File: src/rtl/cdh_pkg.sv
package cdh_pkg;
    localparam int FRAC_W = 8;
    localparam int FIX_W  = 16;

    typedef enum logic [1:0] {
        ST_IDLE,
        ST_ACQ,
        ST_LOAD,
        ST_WAIT
    } phase_e;
endpackage

File: src/rtl/cdh_div.sv
module cdh_div #(
    parameter int NUM_W = 42,
    parameter int DEN_W = 29,
    parameter int QO_W  = 16
) (
    input  logic             clk,
    input  logic             rst_n,
    input  logic             start,
    input  logic [NUM_W-1:0] dividend,
    input  logic [DEN_W-1:0] divisor,
    output logic             done,
    output logic [QO_W-1:0]  quotient
);
    localparam int STEP_W = $clog2(NUM_W + 1);

    typedef struct packed {
        logic              run;
        logic              fin;
        logic [STEP_W-1:0] step;
        logic [DEN_W-1:0]  den;
        logic [DEN_W-1:0]  rem;
        logic [NUM_W-1:0]  qt;
    } div_s;

    div_s div_d, div_q;
    logic [DEN_W:0] trial, less;

    always_comb begin
        div_d     = div_q;
        div_d.fin = 1'b0;
        trial     = {div_q.rem, div_q.qt[NUM_W-1]};
        less      = trial - {1'b0, div_q.den};
        if (start) begin
            div_d.run  = 1'b1;
            div_d.step = '0;
            div_d.den  = divisor;
            div_d.rem  = '0;
            div_d.qt   = dividend;
        end else if (div_q.run) begin
            if (trial >= {1'b0, div_q.den}) begin
                div_d.rem = less[DEN_W-1:0];
                div_d.qt  = {div_q.qt[NUM_W-2:0], 1'b1};
            end else begin
                div_d.rem = trial[DEN_W-1:0];
                div_d.qt  = {div_q.qt[NUM_W-2:0], 1'b0};
            end
            if (div_q.step == STEP_W'(NUM_W - 1)) begin
                div_d.run = 1'b0;
                div_d.fin = 1'b1;
            end else begin
                div_d.step = div_q.step + 1'b1;
            end
        end
    end

    always_ff @(posedge clk or negedge rst_n) begin
        if (!rst_n) div_q <= '0;
        else        div_q <= div_d;
    end

    assign done     = div_q.fin;
    assign quotient = div_q.qt[QO_W-1:0];

    // a pass only ever divides by a nonzero total
    assert_div_nonzero_R8: assert property (@(posedge clk) disable iff (!rst_n)
        start |-> divisor != '0);
    // each division reports completion for a single cycle
    assert_done_single_R9: assert property (@(posedge clk) disable iff (!rst_n)
        done |=> !done);
endmodule

File: src/rtl/cdh_hist.sv
module cdh_hist #(
    parameter int NUM_BINS = 24,
    parameter int CODE_W   = 5,
    parameter int CNT_W    = 24,
    parameter int OVF_W    = 16,
    parameter int TOT_W    = CNT_W + CODE_W
) (
    input  logic              clk,
    input  logic              rst_n,
    input  logic              clear,
    input  logic              enable,
    input  logic              hit_valid,
    input  logic [CODE_W-1:0] hit_code,
    input  logic [CODE_W-1:0] rd_idx,
    output logic [CNT_W-1:0]  rd_count,
    output logic [TOT_W-1:0]  total,
    output logic [TOT_W-1:0]  total_next,
    output logic              accepted,
    output logic [OVF_W-1:0]  ovf_count,
    output logic              sat_flag
);
    localparam logic [CODE_W-1:0] LAST_BIN = CODE_W'(NUM_BINS - 1);
    localparam logic [CNT_W-1:0]  CNT_MAX  = '1;
    localparam logic [OVF_W-1:0]  OVF_MAX  = '1;

    typedef struct packed {
        logic [NUM_BINS-1:0][CNT_W-1:0] cnt;
        logic [TOT_W-1:0]               total;
        logic [OVF_W-1:0]               ovf;
        logic                           sat;
    } hist_s;

    hist_s h_d, h_q;
    logic  in_range;

    always_comb begin
        h_d      = h_q;
        accepted = 1'b0;
        in_range = hit_code <= LAST_BIN;
        if (clear) begin
            h_d = '0;
        end else if (enable && hit_valid) begin
            if (in_range) begin
                for (int b = 0; b < NUM_BINS; b++) begin
                    if (hit_code == CODE_W'(b) && h_q.cnt[b] != CNT_MAX) begin
                        h_d.cnt[b] = h_q.cnt[b] + 1'b1;
                        h_d.total  = h_q.total + 1'b1;
                        accepted   = 1'b1;
                        if (h_q.cnt[b] == CNT_MAX - 1'b1) h_d.sat = 1'b1;
                    end
                end
            end else if (h_q.ovf != OVF_MAX) begin
                h_d.ovf = h_q.ovf + 1'b1;
            end
        end
    end

    always_comb begin
        rd_count = '0;
        for (int b = 0; b < NUM_BINS; b++) begin
            if (rd_idx == CODE_W'(b)) rd_count = h_q.cnt[b];
        end
    end

    always_ff @(posedge clk or negedge rst_n) begin
        if (!rst_n) h_q <= '0;
        else        h_q <= h_d;
    end

    assign total      = h_q.total;
    assign total_next = h_d.total;
    assign ovf_count  = h_q.ovf;
    assign sat_flag   = h_q.sat;

    // a full bin stays full until cleared
    for (genvar g = 0; g < NUM_BINS; g++) begin : g_sat_chk
        assert_sat_hold_R5: assert property (@(posedge clk) disable iff (!rst_n)
            !clear && h_q.cnt[g] == CNT_MAX |=> h_q.cnt[g] == CNT_MAX);
    end

    // the overflow count moves only on an out-of-range hit or a clear
    assert_ovf_quiet_R4: assert property (@(posedge clk) disable iff (!rst_n)
        !clear && !(enable && hit_valid && hit_code > LAST_BIN) |=> $stable(h_q.ovf));

    // outside acquisition the total never changes
    assert_frozen_R6: assert property (@(posedge clk) disable iff (!rst_n)
        !clear && !enable |=> $stable(h_q.total));
endmodule

File: src/rtl/code_density_dnl.sv
module code_density_dnl
    import cdh_pkg::*;
#(
    parameter int NUM_BINS = 24,
    parameter int CODE_W   = 5,
    parameter int CNT_W    = 24,
    parameter int OVF_W    = 16
) (
    input  logic                    clk,
    input  logic                    rst_n,
    input  logic                    hit_valid,
    input  logic [CODE_W-1:0]       hit_code,
    input  logic                    clear,
    input  logic                    compute,
    input  logic [CNT_W+CODE_W-1:0] target_count,
    output logic                    acquiring,
    output logic                    busy,
    output logic                    out_valid,
    output logic                    out_last,
    output logic [CODE_W-1:0]       out_bin,
    output logic signed [FIX_W-1:0] out_dnl,
    output logic signed [FIX_W-1:0] out_inl,
    output logic                    sat_flag,
    output logic [OVF_W-1:0]        overflow_count,
    output logic                    empty_err
);
    localparam int TOT_W = CNT_W + CODE_W;
    localparam int NUM_W = CODE_W + TOT_W + FRAC_W;
    localparam logic [CODE_W-1:0] LAST_BIN = CODE_W'(NUM_BINS - 1);

    typedef struct packed {
        phase_e                  phase;
        logic [CODE_W-1:0]       bin;
        logic signed [FIX_W-1:0] inl;
        logic                    neg;
        logic                    out_valid;
        logic                    out_last;
        logic [CODE_W-1:0]       out_bin;
        logic signed [FIX_W-1:0] out_dnl;
        logic signed [FIX_W-1:0] out_inl;
        logic                    empty_err;
    } ctl_s;

    ctl_s c_d, c_q;

    logic              open_phase, hist_clear, hist_en, hit_acc;
    logic [CNT_W-1:0]  rd_count;
    logic [TOT_W-1:0]  total, total_next, scaled, mag;
    logic [NUM_W-1:0]  dividend;
    logic              div_start, div_done;
    logic [FIX_W-1:0]  quot;
    logic signed [FIX_W-1:0] dnl_val, inl_val;

    assign open_phase = (c_q.phase == ST_IDLE) || (c_q.phase == ST_ACQ);
    assign hist_clear = clear && open_phase;
    assign hist_en    = (c_q.phase == ST_ACQ) && !compute && !clear;

    cdh_hist #(
        .NUM_BINS(NUM_BINS), .CODE_W(CODE_W), .CNT_W(CNT_W),
        .OVF_W(OVF_W), .TOT_W(TOT_W)
    ) u_hist (
        .clk        (clk),
        .rst_n      (rst_n),
        .clear      (hist_clear),
        .enable     (hist_en),
        .hit_valid  (hit_valid),
        .hit_code   (hit_code),
        .rd_idx     (c_q.bin),
        .rd_count   (rd_count),
        .total      (total),
        .total_next (total_next),
        .accepted   (hit_acc),
        .ovf_count  (overflow_count),
        .sat_flag   (sat_flag)
    );

    // Bin deviation from uniform, scaled so that the divide by N yields Q8.8
    assign scaled    = TOT_W'(rd_count) * TOT_W'(NUM_BINS);
    assign mag       = (scaled < total) ? (total - scaled) : (scaled - total);
    assign dividend  = {{CODE_W{1'b0}}, mag, {FRAC_W{1'b0}}};
    assign div_start = (c_q.phase == ST_LOAD);

    cdh_div #(.NUM_W(NUM_W), .DEN_W(TOT_W), .QO_W(FIX_W)) u_div (
        .clk      (clk),
        .rst_n    (rst_n),
        .start    (div_start),
        .dividend (dividend),
        .divisor  (total),
        .done     (div_done),
        .quotient (quot)
    );

    assign dnl_val = c_q.neg ? -$signed(quot) : $signed(quot);
    assign inl_val = c_q.inl + dnl_val;

    always_comb begin
        c_d           = c_q;
        c_d.out_valid = 1'b0;
        c_d.out_last  = 1'b0;
        case (c_q.phase)
            ST_IDLE, ST_ACQ: begin
                if (clear) begin
                    c_d.phase     = ST_ACQ;
                    c_d.empty_err = 1'b0;
                end else if (compute) begin
                    if (total == '0) begin
                        c_d.phase     = ST_IDLE;
                        c_d.empty_err = 1'b1;
                    end else begin
                        c_d.phase     = ST_LOAD;
                        c_d.bin       = '0;
                        c_d.inl       = '0;
                        c_d.empty_err = 1'b0;
                    end
                end else if (c_q.phase == ST_ACQ && hit_acc &&
                             target_count != '0 && total_next == target_count) begin
                    c_d.phase = ST_LOAD;
                    c_d.bin   = '0;
                    c_d.inl   = '0;
                end
            end
            ST_LOAD: begin
                c_d.neg   = scaled < total;
                c_d.phase = ST_WAIT;
            end
            ST_WAIT: begin
                if (div_done) begin
                    c_d.out_valid = 1'b1;
                    c_d.out_bin   = c_q.bin;
                    c_d.out_dnl   = dnl_val;
                    c_d.out_inl   = inl_val;
                    c_d.inl       = inl_val;
                    if (c_q.bin == LAST_BIN) begin
                        c_d.out_last = 1'b1;
                        c_d.phase    = ST_IDLE;
                    end else begin
                        c_d.bin   = c_q.bin + 1'b1;
                        c_d.phase = ST_LOAD;
                    end
                end
            end
            default: c_d.phase = ST_IDLE;
        endcase
    end

    always_ff @(posedge clk or negedge rst_n) begin
        if (!rst_n) c_q <= '0;
        else        c_q <= c_d;
    end

    assign acquiring = (c_q.phase == ST_ACQ);
    assign busy      = (c_q.phase == ST_LOAD) || (c_q.phase == ST_WAIT);
    assign out_valid = c_q.out_valid;
    assign out_last  = c_q.out_last;
    assign out_bin   = c_q.out_bin;
    assign out_dnl   = c_q.out_dnl;
    assign out_inl   = c_q.out_inl;
    assign empty_err = c_q.empty_err;

    assert_last_bin_R9: assert property (@(posedge clk) disable iff (!rst_n)
        out_valid && out_last |-> out_bin == LAST_BIN);
    assert_dnl_floor_R9: assert property (@(posedge clk) disable iff (!rst_n)
        out_valid |-> out_dnl >= -16'sd256);
    assert_inl_origin_R10: assert property (@(posedge clk) disable iff (!rst_n)
        out_valid && out_bin == '0 |-> out_inl == out_dnl);
    assert_empty_quiet_R8: assert property (@(posedge clk) disable iff (!rst_n)
        empty_err |-> !out_valid && !busy);
endmodule

File: config.mk
export PLATFORM = sky130hd
export DESIGN_NAME = code_density_dnl
export DESIGN_NICKNAME = d
export VERILOG_FILES = /design/src/rtl/cdh_pkg.sv /design/src/rtl/cdh_div.sv /design/src/rtl/cdh_hist.sv /design/src/rtl/code_density_dnl.sv
export SDC_FILE = /design/constraint.sdc
export NUM_CORES = 2
export LEC_CHECK = 0
export BUFFER_PORTS_ARGS = -buffer_cell sky130_fd_sc_hd__buf_4
export CAP_MARGIN = 20
export CORE_MARGIN = 2
export CORE_UTILIZATION = 55
export DETAILED_ROUTE_END_ITERATION = 8
export PLACE_DENSITY_LB_ADDON = 0.1
export SETUP_SLACK_MARGIN = 0.2
export SYNTH_ARGS = -nofsm -noshare
export SYNTH_HDL_FRONTEND = slang
export SYNTH_SLANG_ARGS = --single-unit
File: constraint.sdc
create_clock -name clk -period 18.2 [get_ports clk]
set_input_delay 0.91 -clock clk [delete_from_list [all_inputs] [get_ports clk]]
set_output_delay 0.91 -clock clk [all_outputs]
set_load 0.03 [all_outputs]
==> flow_summary.rst <==
.. list-table::
   :header-rows: 1

   * - Metric
     - Value
   * - Result of the run
     - completed
   * - Detailed placement HPWL
     - 126 mm
   * - Number of global-route vias before repair
     - 44,000
   * - RePlAce Congestion
     - 1.00
   * - Cell with the biggest individual delay on the critical path
     - nor4_2
   * - Final clock skew
     - 33.6 ps
   * - Setup CP Type
     - reg2reg
   * - Cell variety after synth
     - 88
   * - YS warnings
     - 0
   * - Ratio of cells with drive above 1 in the final layout
     - 5.99%
   * - Syn Std Cell Area
     - 0.0509 mm²
   * - Part of the Yosys area used for sequential elements
     - 39.0%
   * - Sequential group share of total power
     - 31.1%
   * - Max-cap violation count
     - 0
   * - Final period util
     - 62.8%
   * - Rel. slew slack
     - 28.0%
   * - Drt total wl
     - 171 mm
   * - Async set-reset flop share out of synthesis
     - 100%
   * - 1st-pass router iterations
     - 9
   * - H-tree depth
     - 3
   * - Internal
     - 4.11 mW
   * - Switching part of the total power
     - 36.2%
   * - Timing-limited maximum frequency
     - 87.5 MHz
   * - Portion of total power attributed to the clock network
     - 32.0%
   * - Setup repair after global routing missed its margin
     - false
   * - Endpoint type of the worst setup path
     - flip-flop
   * - Setup-failing EPs final
     - 0
   * - Clock buffer count from CTS
     - 92
   * - Number of setup buffers added after CTS
     - 0
   * - Insertion delay of the later-clocked pin in the worst-skew pair
     - 690 ps
   * - Worst path buffer plus inverter count
     - 2
   * - Die area
     - 0.0951 mm²
   * - Area growth from synthesis to layout
     - 9.21%
   * - Fillcell total
     - 8,175
   * - Effective utilization at floorplan
     - 55.6%
   * - Arrival @ worst endpoint
     - 11,980 ps
   * - Resized cells post-CTS
     - 0
   * - Biggest cell delay along the critical path
     - 900 ps
   * - Clock Tree Buf Depth
     - 3
   * - Number of vias after detailed routing
     - 47,500
   * - Number of antenna violations at the first check in global routing
     - 3
   * - CTS Hold Bufs
     - 0
   * - Total clock sinks
     - 794
   * - Area post-placement
     - 0.0523 mm²
   * - Post-layout min period
     - 11,430 ps
   * - Total power per unit cell area
     - 116 mW/mm²
   * - Transition time at the pin with the least slew margin
     - 1080 ps
   * - Largest net degree at the start of global routing
     - 162
   * - Tightest Hold Check Type
     - in2async
   * - Comb power frac
     - 37.0%
   * - Number of cells produced by synthesis
     - 6,168
   * - Clock transition at the register clock pins on the worst setup and hold paths after CTS
     - 70 ps
   * - Overall track demand over capacity in global routing
     - 35.6%
   * - Synthesized area per cell
     - 8.26 µm²
   * - Final count of hold timing violations
     - 0
   * - Final TNS setup
     - 0 ps
   * - Worst Setup Start Kind
     - flip-flop
   * - Worst EP required
     - 18,750 ps
   * - Routed length per placed instance
     - 23.3 µm
   * - Port bufs
     - 97
   * - P_leak
     - 24.3 nW
   * - Synthesized Nets
     - 6,389
   * - Count of unresolved DRC violations after routing
     - 0
   * - Number of rows created at floorplan
     - 111
   * - Root Buffer
     - clkbuf_16
   * - Number of flops mapped to enable cells by yosys
     - 0
   * - CP max FO
     - 50
   * - Vias/cell
     - 6.47
   * - Register bit total from synthesis
     - 794
   * - Finished Cell Area
     - 0.0556 mm²
   * - Horizontal die dimension
     - 308 µm
   * - Residual antenna-violating net count after detailed routing
     - 0
   * - DP Cell Count
     - 7,168
   * - Most repeated library cell on the critical path
     - a21oi_1
   * - Dominant register cell in the synthesized netlist
     - dfrtp_1
   * - Layout Cells excl Fill
     - 7,334
   * - Largest vdd supply drop
     - 0.000119 V
   * - Core footprint
     - 0.0917 mm²
   * - Net Sw Power
     - 2.33 mW
   * - First-pass GRT wire length
     - 263 mm
   * - Ports placed on the boundary
     - 98
   * - DR iter-0 viols
     - 5,980
   * - Nets@finish
     - 6,298
   * - Final slew viol count
     - 0
   * - Congestion Overflow GR
     - 0
   * - TritonCTS clock tree
     - done
   * - Die H
     - 308 µm
   * - Largest delay share family, worst path
     - compound AO/OA/AOI/OAI gates
layout make-up:
| type | instances | area, µm² | share of cell area, % |
|---|---|---|---|
| Clock buffer | 126 | 2620 | 4.71 |
| Inverter | 197 | 739 | 1.33 |
| Antenna cell | 1 | 2.50 | 0.00450 |
| Multi-Input combinational cell | 4816 | 28900 | 51.9 |
| Timing Repair Buffer | 176 | 1350 | 2.42 |
| Tap cell | 1186 | 1480 | 2.67 |
| Sequential cell | 794 | 19900 | 35.7 |
| Clock inverter | 38 | 688 | 1.24 |
per-layer routing:
layer	wire length [µm]	vias to the layer above	GRT usage [%]	share of wire, %
met2	76600	2190	55.4	45
met4	9170	2	16.8	5.4
met5	12	-	0	0.0070
li1	-	21800	-	-
met3	14300	475	6.05	8.4
met1	70800	22900	48.4	41
Yosys cell counts (all sizes together), types with 12 or more instances:
cell type	n	area (µm²)
nor2	800	3000
dfrtp	794	19900
nand2	712	2670
o21ai	409	2050
a21oi	377	1890
nand3	303	1520
xor2	295	2580
clkbuf	265	995
nand4	203	1270
inv	194	728
xnor2	189	1660
ha	178	2230
nor3	127	636
a31oi	102	638
and3	102	638
buf	96	573
mux2i	89	891
nor4	80	507
or3	80	505
o22ai	73	457
a21o	55	413
a211oi	50	375
and2	45	282
a221oi	44	385
o211ai	42	315
a22oi	39	293
nor2b	36	225
and4	33	292
nand2b	25	156
o21bai	25	188
a221o	24	240
a311oi	19	166
o31ai	19	143
a2111oi	18	164
o21a	18	135
a22o	15	131
a41oi	15	131
nor3b	13	97.6
a211o	12	105
o41ai	12	105
state kept, by name, indices dropped and copies added (netlist names):
register / flops
u_hist.h_q: 576
u_div.div_q: 91
u_hist.total: 29
c_q: 24
out_dnl: 16
out_inl: 16
u_div.quotient: 16
u_hist.ovf_count: 16
out_bin: 5
empty_err: 1
out_last: 1
out_valid: 1
u_div.done: 1
u_hist.sat_flag: 1
final timing paths:
check,slack [ps],depth (start not counted),from,end
setup reg to reg,6770,41,c_q[58],u_div.div_q[24]
min in group clk,470,2,out_dnl[8],out_dnl[8]
max in group asynchronous,14860,4,rst_n,u_hist.h_q[334]
hold reg to reg,470,2,out_dnl[8],out_dnl[8]
hold / removal,260,1,rst_n,u_div.div_q[53]
setup / recovery,6770,41,c_q[58],u_div.div_q[24]
power by group through the flow:
stage                     Combinational (mW)  Sequential [mW]  Clock, mW
after global placement                  2.34             2.03          0
after detailed placement                2.35             2.03          0
final                                   2.38             2.00       2.06
after floorplan                         1.82             1.97          0
after CTS                               2.36             2.00       2.08
after global routing                    2.63             2.01       2.15
cells in the final DEF (no fill, tap or decap), types with 79 or more instances in the layout:
master / Yosys / routed
or3_1: 79 / 79
a31oi_1: 102 / 102
inv_1: 194 / 194
nand3_1: 302 / 300
and3_1: 102 / 101
nand2_1: 712 / 712
nor3_1: 127 / 127
mux2i_1: 89 / 89
ha_1: 178 / 178
xnor2_1: 189 / 189
nand4_1: 203 / 203
dfrtp_1: 794 / 793
a21oi_1: 376 / 375
nor2_1: 800 / 800
buf_4: 54 / 171
clkbuf_16: 0 / 92
o21ai_0: 407 / 407
xor2_1: 295 / 295
logic make-up (layout without fill, tap and decap cells):
family	count (synthesis)	count (layout)	share of synthesized area, %
other	0	1	0
xor gates and xnor gates	484	484	8.32
muxes	94	94	1.86
AOI/OAI and AO/OA	1452	1452	17.8
buffers and inverters	558	537	4.53
and+or+nand+nor	2604	2604	23.9
DFF	794	794	39.0
adders and majority gates	182	182	4.53
through the flow:
stage / power (mW) / setup slack (ps) / utilization, % / hold WS (ps)
floorplan: 3.79 / 9420 / - / 447
global placement: 4.36 / 7280 / 57.1 / 461
detailed placement: 4.38 / 7160 / 57.1 / 464
CTS: 6.44 / 7070 / 60.7 / 296
global route: 6.79 / 6050 / 60.7 / 326
finish: 6.44 / 6770 / 60.7 / 258
Power figures use the tool's default switching activity.
